<file path="src/rtl/pmc_pkg.sv">
package pmc_pkg;

    typedef enum logic [2:0] {
        MODE_ACT_HI  = 3'd0,
        MODE_ACT_MED = 3'd1,
        MODE_SLP_HI  = 3'd2,
        MODE_SLP_MED = 3'd3,
        MODE_SUB     = 3'd4
    } mode_e;

    typedef struct packed {
        logic       stby;
        logic       low_spd;
        logic [1:0] med_div;
        logic [1:0] sub_div;
        logic       med_spd;
        logic       dir_xfer;
    } cfg_t;

    localparam int DIV_W    = 4;
    localparam int MED_BASE = 4;

endpackage

</file>
<file path="src/rtl/pmc_regs.sv">
module pmc_regs
    import pmc_pkg::*;
#(
    parameter int ADDR_W = 1,
    parameter int DATA_W = 4
) (
    input  logic              clk,
    input  logic              rst_n,
    input  logic              we,
    input  logic [ADDR_W-1:0] addr,
    input  logic [DATA_W-1:0] wdata,
    input  logic              sa_lock,
    output cfg_t              cfg
);

    localparam logic [ADDR_W-1:0] A_PWR = ADDR_W'(0);
    localparam logic [ADDR_W-1:0] A_SPD = ADDR_W'(1);

    cfg_t cfg_d, cfg_q;

    always_comb begin
        cfg_d = cfg_q;
        if (we) begin
            if (addr == A_PWR) begin
                cfg_d.stby    = wdata[0];
                cfg_d.low_spd = wdata[1];
                cfg_d.med_div = wdata[3:2];
            end else if (addr == A_SPD) begin
                if (!sa_lock) begin
                    cfg_d.sub_div = wdata[1:0];
                end
                cfg_d.med_spd  = wdata[2];
                cfg_d.dir_xfer = wdata[3];
            end
        end
    end

    always_ff @(posedge clk) begin
        if (!rst_n) cfg_q <= '0;
        else        cfg_q <= cfg_d;
    end

    assign cfg = cfg_q;

    p_sa_lock_r9: assert property (@(posedge clk) disable iff (!rst_n)
        (sa_lock && we && addr == A_SPD) |=> $stable(cfg_q.sub_div));

endmodule

</file>
<file path="src/rtl/pmc_mode_fsm.sv">
module pmc_mode_fsm
    import pmc_pkg::*;
(
    input  logic  clk,
    input  logic  rst_n,
    input  logic  stby,
    input  logic  low_spd,
    input  logic  med_spd,
    input  logic  dir_xfer,
    input  logic  sleep_req,
    input  logic  wake,
    output mode_e mode,
    output logic  unsup
);

    typedef struct packed {
        mode_e mode;
        logic  unsup;
    } st_t;

    st_t   st_d, st_q;
    logic  plain_ok;
    mode_e act_mode;

    always_comb begin
        plain_ok  = !stby && !low_spd && !dir_xfer;
        act_mode  = med_spd ? MODE_ACT_MED : MODE_ACT_HI;
        st_d      = st_q;
        st_d.unsup = 1'b0;
        case (st_q.mode)
            MODE_ACT_HI, MODE_ACT_MED: begin
                if (sleep_req) begin
                    if (plain_ok) st_d.mode = med_spd ? MODE_SLP_MED : MODE_SLP_HI;
                    else          st_d.unsup = 1'b1;
                end else begin
                    st_d.mode = act_mode;
                end
            end
            MODE_SLP_HI, MODE_SLP_MED: begin
                if (wake) st_d.mode = low_spd ? MODE_SUB : act_mode;
            end
            MODE_SUB: begin
                if (sleep_req)              st_d.unsup = 1'b1;
                else if (wake && !low_spd)  st_d.mode = act_mode;
            end
            default: st_d.mode = MODE_ACT_HI;
        endcase
    end

    always_ff @(posedge clk) begin
        if (!rst_n) begin
            st_q.mode  <= MODE_ACT_HI;
            st_q.unsup <= 1'b0;
        end else begin
            st_q <= st_d;
        end
    end

    assign mode  = st_q.mode;
    assign unsup = st_q.unsup;

    p_unsup_hold_r10: assert property (@(posedge clk) disable iff (!rst_n)
        st_q.unsup |=> !st_q.unsup || $stable(st_q.mode));

    p_sleep_hi_r4: assert property (@(posedge clk) disable iff (!rst_n)
        ((st_q.mode == MODE_ACT_HI || st_q.mode == MODE_ACT_MED) && sleep_req
         && plain_ok && !med_spd) |=> st_q.mode == MODE_SLP_HI);

    p_sleep_med_r5: assert property (@(posedge clk) disable iff (!rst_n)
        ((st_q.mode == MODE_ACT_HI || st_q.mode == MODE_ACT_MED) && sleep_req
         && plain_ok && med_spd) |=> st_q.mode == MODE_SLP_MED);

    p_wake_exit_r7: assert property (@(posedge clk) disable iff (!rst_n)
        ((st_q.mode == MODE_SLP_HI || st_q.mode == MODE_SLP_MED) && wake)
        |=> (st_q.mode == MODE_ACT_HI || st_q.mode == MODE_ACT_MED
             || st_q.mode == MODE_SUB));

endmodule

</file>
<file path="src/rtl/pmc_clk_sel.sv">
module pmc_clk_sel
    import pmc_pkg::*;
(
    input  mode_e            mode,
    input  logic [1:0]       med_div,
    input  logic [1:0]       sub_div,
    output logic             cpu_en,
    output logic             per_en,
    output logic             on_watch,
    output logic [DIV_W-1:0] cpu_div,
    output logic [DIV_W-1:0] per_div
);

    logic [DIV_W-1:0] med_exp;
    logic [DIV_W-1:0] sub_exp;

    always_comb begin
        med_exp = DIV_W'(MED_BASE) + DIV_W'(med_div);
        if (sub_div[1])      sub_exp = DIV_W'(1);
        else if (sub_div[0]) sub_exp = DIV_W'(2);
        else                 sub_exp = DIV_W'(3);

        cpu_en   = 1'b1;
        per_en   = 1'b1;
        on_watch = 1'b0;
        cpu_div  = '0;
        per_div  = '0;
        case (mode)
            MODE_ACT_MED: begin
                cpu_div = med_exp;
                per_div = med_exp;
            end
            MODE_SLP_HI: cpu_en = 1'b0;
            MODE_SLP_MED: begin
                cpu_en  = 1'b0;
                cpu_div = med_exp;
                per_div = med_exp;
            end
            MODE_SUB: begin
                on_watch = 1'b1;
                cpu_div  = sub_exp;
            end
            default: ;
        endcase
    end

endmodule

</file>
<file path="src/rtl/pwr_mode_ctrl.sv">
module pwr_mode_ctrl
    import pmc_pkg::*;
#(
    parameter int ADDR_W = 1,
    parameter int DATA_W = 4
) (
    input  logic              clk,
    input  logic              rst_n,
    input  logic              reg_we,
    input  logic [ADDR_W-1:0] reg_addr,
    input  logic [DATA_W-1:0] reg_wdata,
    input  logic              sleep_req,
    input  logic              wake_irq,
    output logic [2:0]        mode_o,
    output logic              cpu_clk_en,
    output logic              per_clk_en,
    output logic              cpu_on_watch,
    output logic [DIV_W-1:0]  cpu_div_log2,
    output logic [DIV_W-1:0]  per_div_log2,
    output logic              unsup_mode
);

    cfg_t  cfg;
    mode_e mode;

    pmc_regs #(.ADDR_W(ADDR_W), .DATA_W(DATA_W)) u_regs (
        .clk     (clk),
        .rst_n   (rst_n),
        .we      (reg_we),
        .addr    (reg_addr),
        .wdata   (reg_wdata),
        .sa_lock (mode == MODE_SUB),
        .cfg     (cfg)
    );

    pmc_mode_fsm u_fsm (
        .clk       (clk),
        .rst_n     (rst_n),
        .stby      (cfg.stby),
        .low_spd   (cfg.low_spd),
        .med_spd   (cfg.med_spd),
        .dir_xfer  (cfg.dir_xfer),
        .sleep_req (sleep_req),
        .wake      (wake_irq),
        .mode      (mode),
        .unsup     (unsup_mode)
    );

    pmc_clk_sel u_clk (
        .mode     (mode),
        .med_div  (cfg.med_div),
        .sub_div  (cfg.sub_div),
        .cpu_en   (cpu_clk_en),
        .per_en   (per_clk_en),
        .on_watch (cpu_on_watch),
        .cpu_div  (cpu_div_log2),
        .per_div  (per_div_log2)
    );

    assign mode_o = mode;

    p_sleep_gates_cpu_r6: assert property (@(posedge clk) disable iff (!rst_n)
        (mode == MODE_SLP_HI || mode == MODE_SLP_MED) |-> (!cpu_clk_en && per_clk_en));

    p_sub_div_range_r8: assert property (@(posedge clk) disable iff (!rst_n)
        (mode == MODE_SUB) |-> (cpu_clk_en && cpu_on_watch
                                && cpu_div_log2 >= 4'd1 && cpu_div_log2 <= 4'd3));

    p_wake_noop_r11: assert property (@(posedge clk) disable iff (!rst_n)
        ((mode == MODE_ACT_HI || mode == MODE_ACT_MED) && wake_irq && !sleep_req)
        |=> (mode == MODE_ACT_HI || mode == MODE_ACT_MED));

endmodule

</file>
<file path="config.mk">
export PLATFORM = sky130hd
export DESIGN_NAME = pwr_mode_ctrl
export DESIGN_NICKNAME = d
export VERILOG_FILES = /design/src/rtl/pmc_pkg.sv /design/src/rtl/pmc_regs.sv /design/src/rtl/pmc_mode_fsm.sv /design/src/rtl/pmc_clk_sel.sv /design/src/rtl/pwr_mode_ctrl.sv
export SDC_FILE = /design/constraint.sdc
export NUM_CORES = 1
export LEC_CHECK = 0
export BUFFER_PORTS_ARGS = -buffer_cell sky130_fd_sc_hd__buf_2
export CORE_ASPECT_RATIO = 0.6
export CORE_MARGIN = 1
export CORE_UTILIZATION = 25
export DETAILED_ROUTE_END_ITERATION = 7
export SETUP_SLACK_MARGIN = 0.4
export SLEW_MARGIN = 0
export SYNTH_ARGS = -nofsm -noshare
export SYNTH_HDL_FRONTEND = slang
export SYNTH_HIERARCHICAL = 1
export SYNTH_SLANG_ARGS = --single-unit
</file>
<file path="constraint.sdc">
create_clock -name clk -period 1.5 [get_ports clk]
set_input_delay 0.225 -clock clk [delete_from_list [all_inputs] [get_ports clk]]
set_output_delay 0.225 -clock clk [all_outputs]
set_load 0.01 [all_outputs]
</file>
==> results.md, run 1 <==
- The worst hold path stage count is 3.
- After synthesis the cells add up to 692 um2.
- At the later pin of the worst-skew pair, clock insertion delay measures 0.24 ns.
- The slack of the worst reg-to-reg path is 0.21 ns.
- The fmax is 0.777 GHz.
- The first-pass GRT wire length is 2620 um.
- The total clock buffers created by CTS is 3.
- The layout cell share with drive strength beyond 1 is 50.9%.
- The antenna diode count is 0.
- sky130_fd_sc_hd__dfxtp_1 is the most common cell in the netlist.
- The source of the worst register-to-register timing path is u_regs/cfg[0].
- At the worst endpoint, the required time is 1.65 ns.
- The final-layout setup total negative slack is 0 ns.
- The delay contributed by the slowest stage of the critical path is 0.52 ns.
- Setup repair after global routing could not meet its margin everywhere.
- The layout has 261 filler cells.
- The worst-path cell with the longest stage delay is sky130_fd_sc_hd__or4_4.
- The multi-input gate area in the final layout is 455 um2.
- The number of pins with negative max-slew slack in the final report was 0.
- The die covers 0.00299 mm2.
- Once layout is complete, the utilization of the core stands at 40.4%.
- The post-route non-filler standard cell count is 142.
- The ratio of total power to cell area is 829 mW/mm2.
- Buffers placed on the I/O ports in this run total 21.
- The floorplan die height is 42.8 um.
- The clock arrives with 0.00236 ns of skew.
- The via total after detailed routing is 667.
- The type of element capturing the critical path is a flop.
- The run finished with clean final reports.
- The final estimated routing congestion in global placement is 0.857.
- The top flip-flop cell by instance count after synthesis is sky130_fd_sc_hd__dfxtp_1.
- In this run the clock root is driven by a sky130_fd_sc_hd__clkbuf_8.
- The total I/O pin count is 25.
- The routed design has 1760 um of wire.
- The first TritonRoute pass finished after 4 iterations.
- Entering global routing, the biggest net connects 16 pins.
- The top cell type by area accounts for 34.7% of the synthesized area.
- The CTS tree is done.
- In this run, placement finished with an instance count of 127.
- The count of flip-flops with a built-in enable after synthesis is 0.
- The count of cell types in the netlist is 30.
- The final instance area is 0.00103 mm2.
- The proportion of register bits with asynchronous set or reset after synthesis is 0%.
- The number of antenna violations at the first check in global routing is 0.
- In this run, synthesis produced a sequential element count of 12.
- The sequential cells in the finished layout cover a total of 254 um2.
- After layout, the worst path uses 85.8% of the clock period.
- The share of the Yosys chip area taken by registers is 34.7%.
- Among cell families on the critical path, the largest total delay comes from simple AND/OR/NAND/NOR gates.
- The standard-cell row count is 14.
- The startpoint-to-endpoint class of the critical path is flop to flop.
- The detail route stage leaves a number of antenna-violating nets equal to 0.
- The path class of the tightest hold or removal check is primary input to flop.
- After synthesis, the cell types taking the most area are sky130_fd_sc_hd__dfxtp_1 35%, sky130_fd_sc_hd__mux2i_1 5.8%, sky130_fd_sc_hd__nor2b_1 5.4%.
- In this run, the number of DRC markers left after iteration 0 of detailed routing was 29.
- Averaged over all synthesized cells, the footprint is 8.87 um2.
- Counting along the longest clock path gives a buffer depth of 2.
- The half-perimeter wire length of the detailed placement result is 1140 um.
- Traced cell by cell, the critical path runs through or4_4 > and3_4 > o32ai_2.
- Together, buffers and inverters on the worst path number 0.
- The number of warnings printed during yosys synthesis is 6.
- CTS built an H-tree with a depth of 1.
- The max-cap check violation count is 0.
- Once placement finished, the instance area stood at 808 um2.
- The capture endpoint of the worst hold path is u_regs/cfg[2].
- Setup violations remaining at the end of the flow were counted as 0.
- The synthesized design spends more area on one cell type than any other, namely sky130_fd_sc_hd__dfxtp_1.
- The worst setup path is launched from a flop.
- The depth of the most critical reg-to-reg path is 3.
- The die is 69.9 um wide.
- Dividing the detail-routed via count by the number of cells gives 4.70.
- The arrival time at the worst endpoint is 1.43 ns.
- Dividing the detail-routed wire length by the instance count gives 12.4 um.
- Across every metal layer, demand over resource in global routing totals 11.6%.
- The shortest clock period the worst path allows after layout is 1.29 ns.
- The synthesis-to-finish area growth is 49.4%.
- The peak supply drop is 0.413 mV.
- The clock-pin slew on the worst setup and hold paths is 0.06 ns.
- The critical register-to-register path endpoint is u_fsm/mode[0].
- The core footprint is 0.00256 mm2.
- The clock drives 12 sinks.
- After synthesis, the most frequently instantiated cells are 12 x sky130_fd_sc_hd__dfxtp_1, 8 x sky130_fd_sc_hd__nand2_1, 6 x sky130_fd_sc_hd__nor2b_1.
- The initial utilization of the core area, before any placement, comes to 27.1%.
- For this run, design rule violations remaining after detail routing come to 0.
- The standby leakage power is 0.477 nW.
- The via count of the first global-routing pass was 519.
- The hold path startpoint is reg_wdata[0].
- The number of endpoints with negative hold slack in the final report is 0.
- The final layout contains 121 nets.
- The count of mapped cells out of synthesis is 78.
- Along the worst path, the maximum fanout reaches 2.
- After global routing the overflow that remains totals 0.
final cells by class:
type                            count  share of cell area, %
Multi-Input combinational cell     59                   44.1
Sequential cell                    12                   24.6
Timing Repair Buffer               32                   21.1
Clock buffer                        4                   5.33
Tap cell                           32                   3.87
Inverter                            3                   1.09
metrics by stage:
step                total power, mW  worst slack (ns)  hold slack [ns]
global route                  0.904             0.163            0.244
global placement              0.462             0.243            0.456
floorplan                     0.431             0.261            0.352
finish                        0.857             0.213            0.240
detailed placement            0.465             0.204            0.464
CTS                           0.851             0.179            0.241
power breakdown:
part / switching [mW] / internal [mW] / total, mW
clock: 0.120 / 0.232 / 0.352
combinational: 0.0751 / 0.0845 / 0.160
sequential: 0.0127 / 0.332 / 0.345
total: 0.208 / 0.648 / 0.857
cells in the final DEF, fill, tap and decap left out, drive strengths merged:
cell,count
nor4b,1
conb,3
nor2b,7
buf,32
nand3,4
and2b,2
or4,1
and2,1
a211oi,1
dfxtp,12
nand3b,3
clkbuf,4
nor3b,3
nand2,8
o32ai,1
inv,3
and3,1
a21boi,3
mux2i,4
o31ai,2
a32oi,2
o21ai,4
nor2,5
nand2b,2
and3b,1
worst reg2reg max path, cell delays in order (launching register included):
cell                      delay [ns]
sky130_fd_sc_hd__dfxtp_2        0.32
sky130_fd_sc_hd__or4_4          0.52
sky130_fd_sc_hd__and3_4         0.17
sky130_fd_sc_hd__o32ai_2        0.18
layer usage:
| layer | GRT usage, % | share of wire [%] | wire length [um] | vias up |
|---|---|---|---|---|
| met5 | 0 | 0 | 0 | - |
| met2 | 14.8 | 41 | 731 | 22 |
| met1 | 17.6 | 52 | 910 | 310 |
| li1 | - | - | - | 335 |
| met3 | 6.18 | 6.9 | 121 | 0 |
| met4 | 0 | 0 | 0 | 0 |
state kept, by name (all words and copies together), names as in the netlist:
register and count:
u_fsm/unsup 1, u_fsm/mode 3, u_regs/cfg 8
worst max path at each step:
stage                              from              end  slack, ns  cells past startpoint
after global routing      u_fsm/mode[1]  cpu_div_log2[1]       0.16                      3
after floorplan           u_regs/cfg[0]    u_fsm/mode[0]       0.26                      3
after global placement    u_regs/cfg[6]    u_fsm/mode[0]       0.24                      3
after detailed placement  u_regs/cfg[6]    u_fsm/mode[0]       0.20                      3
after CTS                 u_fsm/mode[1]  cpu_div_log2[0]       0.18                      3
final                     u_regs/cfg[0]    u_fsm/mode[0]       0.21                      3
cell families (layout without fill, tap and decap cells):
group | Yosys count | count (layout) | share of synthesized area (%)
and+or+nand+nor | 39 | 39 | 35.6
AOI/OAI and AO/OA | 13 | 13 | 15.7
DFF | 12 | 12 | 34.7
buffers and inverters | 8 | 39 | 7.05
muxes | 4 | 4 | 5.79
other | 2 | 3 | 1.09
repair_timing:
action / in CTS / in global routing
buffers inserted: 7 / 4
resized for setup: 14 / 13
setup endpoints to repair: 15 / 16
pin swaps: 2 / 5
hold buffers: 0 / 0
endpoints found under the hold margin: 0 / 0
(Power assumes the default switching activity.)
==> inputs of run 2 (changes only) <==
--- a/config.mk
+++ b/config.mk
@@ -11,8 +11,6 @@
 export CORE_UTILIZATION = 25
 export DETAILED_ROUTE_END_ITERATION = 7
 export SETUP_SLACK_MARGIN = 0.4
-export SLEW_MARGIN = 0
 export SYNTH_ARGS = -nofsm -noshare
 export SYNTH_HDL_FRONTEND = slang
-export SYNTH_HIERARCHICAL = 1
 export SYNTH_SLANG_ARGS = --single-unit
==> run 2 against run 1 <==
  * Routed wire length up 11%
  * Clock power up 1%
  * Synthesized cell count down 1.3%
  * Global-route usage up 2.9 points
  * Critical path depth up 1
==> results.md, run 2 <==
- The run finished with clean final reports.
- In the layout the commonest cells are 14 x sky130_fd_sc_hd__buf_6, 13 x sky130_fd_sc_hd__nand2_1, 12 x sky130_fd_sc_hd__buf_2.
- The number of flip-flops in the largest register is 8.
- The worst-path maximum fanout is 3.
- On the critical path, the stage with the largest delay is an instance of sky130_fd_sc_hd__dfxtp_4.
- The share of total power dissipated in the clock network is 40.3%.
- The filler cells instantiated in the layout total 205.
- In this run the cell area of the synthesized design comes to 629 um2.
- Setup violations remaining at the end of the flow were counted as 0.
- The count of mapped cells out of synthesis is 77.
- Routability-driven placement finished with a final weighted congestion of 0.765.
- The final core utilization is 49.5%.
- The dominant delay contributor by cell family on the critical path is simple AND/OR/NAND/NOR gates.
- The number of instances in the placed design is 125.
- The standard-cell row count is 13.
- The sum of routed wire length over all layers is 1950 um.
- For this block, the initial DRC count from the detailed router was 42.
- The signal on the critical path passes through and2b_2 > and2_4 > a21o_4 > buf_6.
- The critical path required time is 1.27 ns.
- The hold buffer count at cts is 0.
- The fmax is 0.669 GHz.
- In the post-synthesis netlist, the biggest area contributors are sky130_fd_sc_hd__dfxtp_1 38%, sky130_fd_sc_hd__nand2_1 8.3%, sky130_fd_sc_hd__a21boi_0 7.2%.
- In this run the power density over the cells is 789 mW/mm2.
- The commonest cells after synthesis are 14 x sky130_fd_sc_hd__nand2_1, 12 x sky130_fd_sc_hd__dfxtp_1, 6 x sky130_fd_sc_hd__a21boi_0.
- For this run, the leading register cell type out of synthesis is sky130_fd_sc_hd__dfxtp_1.
- The worst setup path is launched from a flop.
- The number of cells on the worst reg-to-reg path is 6.
- The total iterations of the first detailed-routing run is 4.
- Buffers placed on the I/O ports in this run total 21.
- The logic depth of the worst setup path including buffers is 4.
- The per-cell via count in the routed design is 4.57.
- The type of element capturing the critical path is an output port.
- The net count of the finished layout is 124.
- Per report_power, the combinational group accounts for 20.1% of the total.
- The count of flip-flops with a built-in enable after synthesis is 0.
- The number of warnings printed during yosys synthesis is 0.
- After clock tree synthesis, the clock-pin slew on the worst setup and hold paths is 0.06 ns.
- Summing over every cut layer, the via total after detailed routing is 654.
- The analysis attributes to cell leakage a power of 0.474 nW.
- The core footprint is 0.00226 mm2.
- The number of nets with antenna violations after detailed routing is 0.
- The worst path uses 99.7% of the clock period.
- The shortest clock period the worst path allows after layout is 1.50 ns.
- Setup repair after global routing could not meet its margin everywhere.
- The half-perimeter wire length of the detailed placement result is 1180 um.
- The first-pass GRT wire length is 2610 um.
- The register bit count reported by yosys is 12.
- The area enclosed by the die boundary is 0.00273 mm2.
- The post-route non-filler standard cell count is 143.
- Per report_power, the sequential group accounts for 39.5% of the total.
- After synthesis, the mean cell area works out to 8.17 um2.
- For this run the aggregate overflow at the end of global routing stands at 0.
- Summed over all nets, the switching power comes to 225 uW.
- The maximum count of clock buffers along a single path is 2.
- The number of pins with negative max-slew slack in the final report is 0.
- Dividing the detail-routed wire length by the instance count gives 13.6 um.
- The most used standard cell by instance count after synthesis is sky130_fd_sc_hd__nand2_1.
- The number of clock sinks is 12.
- In this run switching power makes up 25.5% of total power.
- The worst setup path is of the flop to output port kind.
- The layout cell share with drive strength beyond 1 is 54.0%.
- The number of antenna violations at the first check in global routing was 0.
- For this configuration, the core starts out at a cell density of 27.8%.
- The number of endpoints with negative hold slack in the final report was 0.
- The via count of the first global-routing pass was 532.
- The peak supply drop is 0.327 mV.
- Relative to the synthesized area, the layout overhead comes to 77.9%.
- The internal portion of the total power is 658 uW.
- The H-tree depth reported by CTS is 1.
- In this run the vertical extent of the chip is 40.9 um.
- The delay contributed by the slowest stage of the critical path is 0.35 ns.
- The total I/O pin count is 25.
- The multi-input gate area in the final layout is 452 um2.
- The register cell area after layout is 251 um2.
- The worst hold path was traced through 3 stages.
- The max-cap check violation count is 0.
- In the synthesized netlist the async set-or-reset flop fraction comes to 0%.
- The largest total area in the synthesized netlist belongs to sky130_fd_sc_hd__dfxtp_1.
- The largest net degree at the start of global routing is 14.
- The arrival time at the worst endpoint is 1.27 ns.
- Measured along the x axis, the die boundary spans 66.8 um.
- The count of cell types in the netlist is 25.
- Clock latency on the worst-skew pair, taken at its later pin, is 0.25 ns.
- The clock root buffer is sky130_fd_sc_hd__clkbuf_8.
- The worst clock skew is 0.00643 ns.
- The final-layout setup total negative slack is 0 ns.
- Together, buffers and inverters on the worst path number 1.
- Of the synthesized area, sequential elements account for 38.2%.
- The area share of the leading cell type in the synthesized netlist is 38.2%.
- The antenna diode count is 0.
- The worst min-delay path class is primary input to flop.
- The post-route DRC violation count is 0.
- The total routing resource utilization after global routing is 14.5%.
- The CTS tree is done.
- Clock tree synthesis inserted a total of 3 buffers.
- The library cell used most frequently in the layout, excluding fill and tap cells, is sky130_fd_sc_hd__buf_6.
run 2: changes by cell type after synthesis, moves of 3 or more:
cell                       previous run  this run
sky130_fd_sc_hd__mux2i_1              4         0
sky130_fd_sc_hd__nand2_1              8        14
sky130_fd_sc_hd__nor2b_1              6         1
sky130_fd_sc_hd__a21boi_0             2         6
sky130_fd_sc_hd__nand3b_1             3         0
run 2: layout make-up:
cell class	count	area share [%]
multi-input cells	57	40.3
repair buffers	35	27.3
flip-flops and latches	12	22.5
clock buffers	4	4.92
well taps	30	3.35
inverters	5	1.68
run 2: cells by family (layout without fill, tap and decap cells):
logic type / Yosys count / count (layout) / share of synthesized area (%)
buf+inv: 9 / 44 / 7.16
other cells: 2 / 3 / 1.19
compound gates: 21 / 21 / 24.9
simple gates: 33 / 33 / 28.6
flops: 12 / 12 / 38.2
run 2: power by group through the flow:
stage               clock [mW]  sequential [mW]  combinational [mW]
global route             0.381            0.351               0.190
CTS                      0.362            0.345               0.122
floorplan                    0            0.355              0.0595
finish                   0.356            0.349               0.178
detailed placement           0            0.357              0.0911
global placement             0            0.357              0.0907
run 2: what timing repair did:
action,in CTS,in global routing
setup buffers,7,7
pin swaps,3,10
setup endpoints to repair,13,16
gates resized for setup,12,25
run 2: layer usage:
metal	share of wire [%]	global-route usage [%]
met4	0.87	4.79
met2	46	23.5
met5	0	0
met3	5.5	6.94
met1	47	17.4
run 2: per-stage QoR:
stage	hold slack [ns]	total power, mW	cell area [um2]	setup WS, ns
after floorplan	0.360	0.414	657	0.306
after global placement	0.464	0.448	773	0.255
after detailed placement	0.472	0.449	773	0.240
after CTS	0.230	0.829	951	0.0316
after global routing	0.245	0.922	1120	-0.0222
final	0.243	0.883	1120	0.00485
run 2: path summary, 6_finish.rpt:
path,startpoint,to,slack [ns]
worst max register to register,u_fsm.mode[1],u_fsm.mode[1],0.16
worst max-delay path,u_fsm.mode[2],cpu_div_log2[1],0.005
worst min-delay path,reg_wdata[1],u_regs.cfg[3],0.24
worst min register to register,u_regs.cfg[2],u_regs.cfg[2],0.47
run 2: worst register-to-register path, stage by stage, from the launching register on:
cell	delay, ns
sky130_fd_sc_hd__dfxtp_4	0.35
sky130_fd_sc_hd__buf_6	0.11
sky130_fd_sc_hd__buf_8	0.13
sky130_fd_sc_hd__buf_12	0.12
sky130_fd_sc_hd__nor4_4	0.22
sky130_fd_sc_hd__a22oi_2	0.10
sky130_fd_sc_hd__nor3b_2	0.21
==> inputs of run 3 (changes only) <==
--- a/config.mk
+++ b/config.mk
@@ -5,6 +5,7 @@
 export SDC_FILE = /design/constraint.sdc
 export NUM_CORES = 1
 export LEC_CHECK = 0
+export ABC_AREA = 1
 export BUFFER_PORTS_ARGS = -buffer_cell sky130_fd_sc_hd__buf_2
 export CORE_ASPECT_RATIO = 0.6
 export CORE_MARGIN = 1
==> run 3 against run 2 <==
  * Setup slack gained 0.17 ns
  * Flip-flop and latch count unchanged
  * Routed wire length fell by 13%
  * Global-route usage shrank 0.70 points
  * Utilization fell by 6.6 points
  * Fmax up 13%
  * Synthesized cell count rose by 22%
  * Total power up 53%
  * Critical path depth up 1
  * Clock power rose by 1%
  * Count of clock-buffer cells in the layout stayed put
  * Sequential power is 19% higher
  * Largest cell class unchanged
==> results.md, run 3 <==
- The critical path required time is 1.27 ns.
- The antenna diode count is 0.
- The most used standard cell by instance count after synthesis is sky130_fd_sc_hd__nand2_1.
- The via count of the first global-routing pass is 562.
- The final-layout setup total negative slack is 0 ns.
- The die covers 0.00263 mm2.
- The signal on the critical path passes through inv_4 > nor2_4 > inv_2 > o22ai_1 > buf_2.
- The worst hold path passes through 3 cells.
- The standby leakage power is 0.487 nW.
- Of the available clock period, the critical path in the final layout requires 88.3%.
- The number of warnings printed during yosys synthesis is 0.
- Buffers inserted during clock tree synthesis total 3.
- The finished layout holds 156 standard cells, fillers aside.
- The first-pass GRT wire length is 2500 um.
- In this run the count of I/O pins placed on the die edge is 25.
- Counting the fill cells in the layout gives 228.
- The per-cell via count in the routed design is 4.54.
- The top flip-flop cell by instance count after synthesis is sky130_fd_sc_hd__dfxtp_1.
- The slack of the worst reg-to-reg path is 0.24 ns.
- In this run the biggest area consumer among cell types represents 39.7% of the synthesized area.
- The netlist uses 18 different library cells.
- The number of instances in the placed design is 142.
- After synthesis the netlist holds a flip-flop and latch count of 12.
- The fraction of met2 tracks used by global routing is 22.9%.
- No sink is reached through more buffers than the 2 on the longest clock path.
- Power spread over the standard cell area amounts to 1410 mW/mm2.
- In this run the remaining antenna-violating nets after routing total 0.
- After the first detailed-routing iteration, the DRC count stood at 40.
- The global-route met1 utilization is 15.4%.
- Leaving out fill and tap cells, the most frequent cells in the layout are 18 x sky130_fd_sc_hd__buf_2, 16 x sky130_fd_sc_hd__nor2_1, 14 x sky130_fd_sc_hd__nand2_1.
- The most area-hungry cell type in the Yosys netlist is sky130_fd_sc_hd__dfxtp_1.
- The shortest clock period the worst path allows after layout is 1.32 ns.
- At the end of the flow, the number of nets in the layout was 137.
- The capture endpoint of the worst hold path is u_regs.cfg[7].
- The overall die width is 65.5 um.
- The clock root buffer is sky130_fd_sc_hd__clkbuf_8.
- Summed over all nets, the half-perimeter wirelength after detailed placement is 1110 um.
- For the worst-skew pair, the clock arrives at the later sink with an insertion delay of 0.25 ns.
- The depth of the most critical reg-to-reg path is 6.
- The peak supply drop is 0.349 mV.
- The effective utilization at floorplan is 27.2%.
- Global routing used 6.25% of the available met3 tracks.
- The delay contributed by the slowest stage of the critical path is 0.37 ns.
- The number of pins with negative max-slew slack in the final report is 0.
- The hold path startpoint is reg_wdata[0].
- In this run the mean area of a mapped cell was 6.44 um2.
- Summing the sequential cell areas from Yosys gives 39.7% of the chip area.
- The post-synthesis cell area is 606 um2.
- Setup repair after global routing could not meet its margin everywhere.
- The startpoint-to-endpoint class of the critical path is flop to output port.
- The flow ran to the end, and the final reports show no timing, DRC or antenna violations.
- The number of endpoints with negative hold slack in the final report was 0.
- The CTS tree is done.
- For this design, the sink count on the clock tree is 12.
- The number of antenna violations at the first check in global routing is 0.
- Routability-driven placement finished with a final weighted congestion of 0.834.
- In this design, the largest share of critical-path delay is due to flip-flops.
- For this run the aggregate overflow at the end of global routing stands at 0.
- In this run the number of H-tree levels came out at 1.
- The synthesis-to-finish area growth is 58.1%.
- The total of buffers placed on input and output ports is 21.
- Counting every instance in the synthesized netlist gives 94.
- The sum of routed wire length over all layers is 1700 um.
- For this design, the slowest cell found on the critical path is sky130_fd_sc_hd__dfxtp_4.
- Between clock sinks in the finished design, the worst skew comes to 0.00118 ns.
- Entering global routing, the biggest net connects 12 pins.
- The leading cell type in the layout, fill and taps excluded is sky130_fd_sc_hd__buf_2.
- The proportion of register bits with asynchronous set or reset after synthesis is 0%.
- The endpoint identified for the worst register-to-register timing path is u_fsm.mode[0].
- The layout cell share with drive strength beyond 1 is 44.4%.
- The global routing stage identified its most utilized layer as met2.
- Global routing consumed, over all layers together, 13.8% of the routing resources.
- The via total after detailed routing is 708.
- Counting both buffers and inverters, the worst setup path holds a total of 3.
- Sorting the synthesized cells by how often they occur yields 19 x sky130_fd_sc_hd__nand2_1, 18 x sky130_fd_sc_hd__nor2_1, 13 x sky130_fd_sc_hd__inv_1.
- The first detailed-routing pass ran for 4 iterations.
- The fmax is 0.755 GHz.
- The worst min-delay path class is primary input to flop.
- STA classifies the critical path startpoint as a flop.
- The floorplan die height is 40.1 um.
- The number of flip-flops in the largest register is 8.
- The source of the worst register-to-register timing path is u_fsm.mode[2].
- The average wire per cell in the routed design is 10.9 um.
- STA puts the critical path data arrival time at 1.10 ns.
- The synthesized design contains 0 enable-type register cells.
- For this run, design rule violations remaining after detail routing come to 0.
- The max-cap check violation count is 0.
- In the post-synthesis netlist, the biggest area contributors are sky130_fd_sc_hd__dfxtp_1 40%, sky130_fd_sc_hd__nand2_1 12%, sky130_fd_sc_hd__nor2_1 11%.
- The clock-pin slew on the worst setup and hold paths is 0.05 ns.
- STA classifies the critical path endpoint as an output port.
- Setup violations remaining at the end of the flow were counted as 0.
- The region available for standard cell placement spans 0.00223 mm2.
- The initialized floorplan defines 13 standard-cell rows.
- Of all nets on the critical path, the largest fanout is 4.
## run 3: tightest hold or removal path: cells and delay by family
family,cells,cell delay (ns)
simple gates,2,0.13
buf+inv,1,0.09
## run 3: how the worst max path moves through the flow
stage | endpoint | slack, ns | from | cells after the start
global placement | u_fsm.mode[0] | 0.29 | u_fsm.mode[2] | 5
finish | cpu_div_log2[1] | 0.18 | u_fsm.mode[0] | 5
CTS | cpu_div_log2[0] | 0.19 | u_fsm.mode[0] | 6
global route | cpu_div_log2[1] | 0.13 | u_fsm.mode[0] | 5
floorplan | cpu_div_log2[1] | 0.34 | u_fsm.mode[0] | 4
detailed placement | u_fsm.mode[0] | 0.30 | u_fsm.mode[2] | 5
## run 3: through the flow
step / power [mW] / area [um2] / worst slack [ns] / utilization [%] / hold WS, ns
final: 1.35 / 957 / 0.176 / 43.0 / 0.230
after global routing: 1.43 / 957 / 0.135 / 43.0 / 0.251
after CTS: 1.27 / 907 / 0.186 / 40.7 / 0.233
after detailed placement: 0.752 / 731 / 0.297 / 32.8 / 0.445
after global placement: 0.748 / 731 / 0.293 / 32.8 / 0.443
after floorplan: 0.640 / 614 / 0.340 / - / 0.360
## run 3: logic make-up after synthesis
group                  after synthesis  share of synthesized area, %
and+or+nand+nor                     46                          32.6
buffers and inverters               18                          13.0
AOI/OAI and AO/OA                   16                          13.4
DFF                                 12                          39.7
other                                2                          1.24
## run 3: timing repair
| item | 4_1_cts | 5_1_grt |
|---|---|---|
| setup buffers | 8 | 2 |
| pin swaps | 6 | 9 |
| hold buffers | 0 | 0 |
| setup endpoints to repair | 11 | 13 |
| gates resized for setup | 16 | 12 |
## run 3: cell type report
| class | count | area [um2] | area share (%) |
|---|---|---|---|
| inverters | 14 | 55.1 | 5.75 |
| clock buffers | 4 | 55.1 | 5.75 |
| well taps | 30 | 37.5 | 3.92 |
| flip-flops and latches | 12 | 251 | 26.3 |
| repair buffers | 31 | 206 | 21.6 |
| multi-input cells | 65 | 352 | 36.7 |
## run 3: per-layer routing
layer	vias to the layer above	wire (um)
met2	37	785
met5	-	0
met3	6	115
li1	350	-
met4	0	29
met1	315	766
## run 3: where the power goes
| group | leakage [nW] | switching, mW | internal (mW) |
|---|---|---|---|
| sequential | 0.101 | 0.0439 | 0.370 |
| combinational | 0.358 | 0.296 | 0.281 |
| clock | 0.0288 | 0.129 | 0.233 |
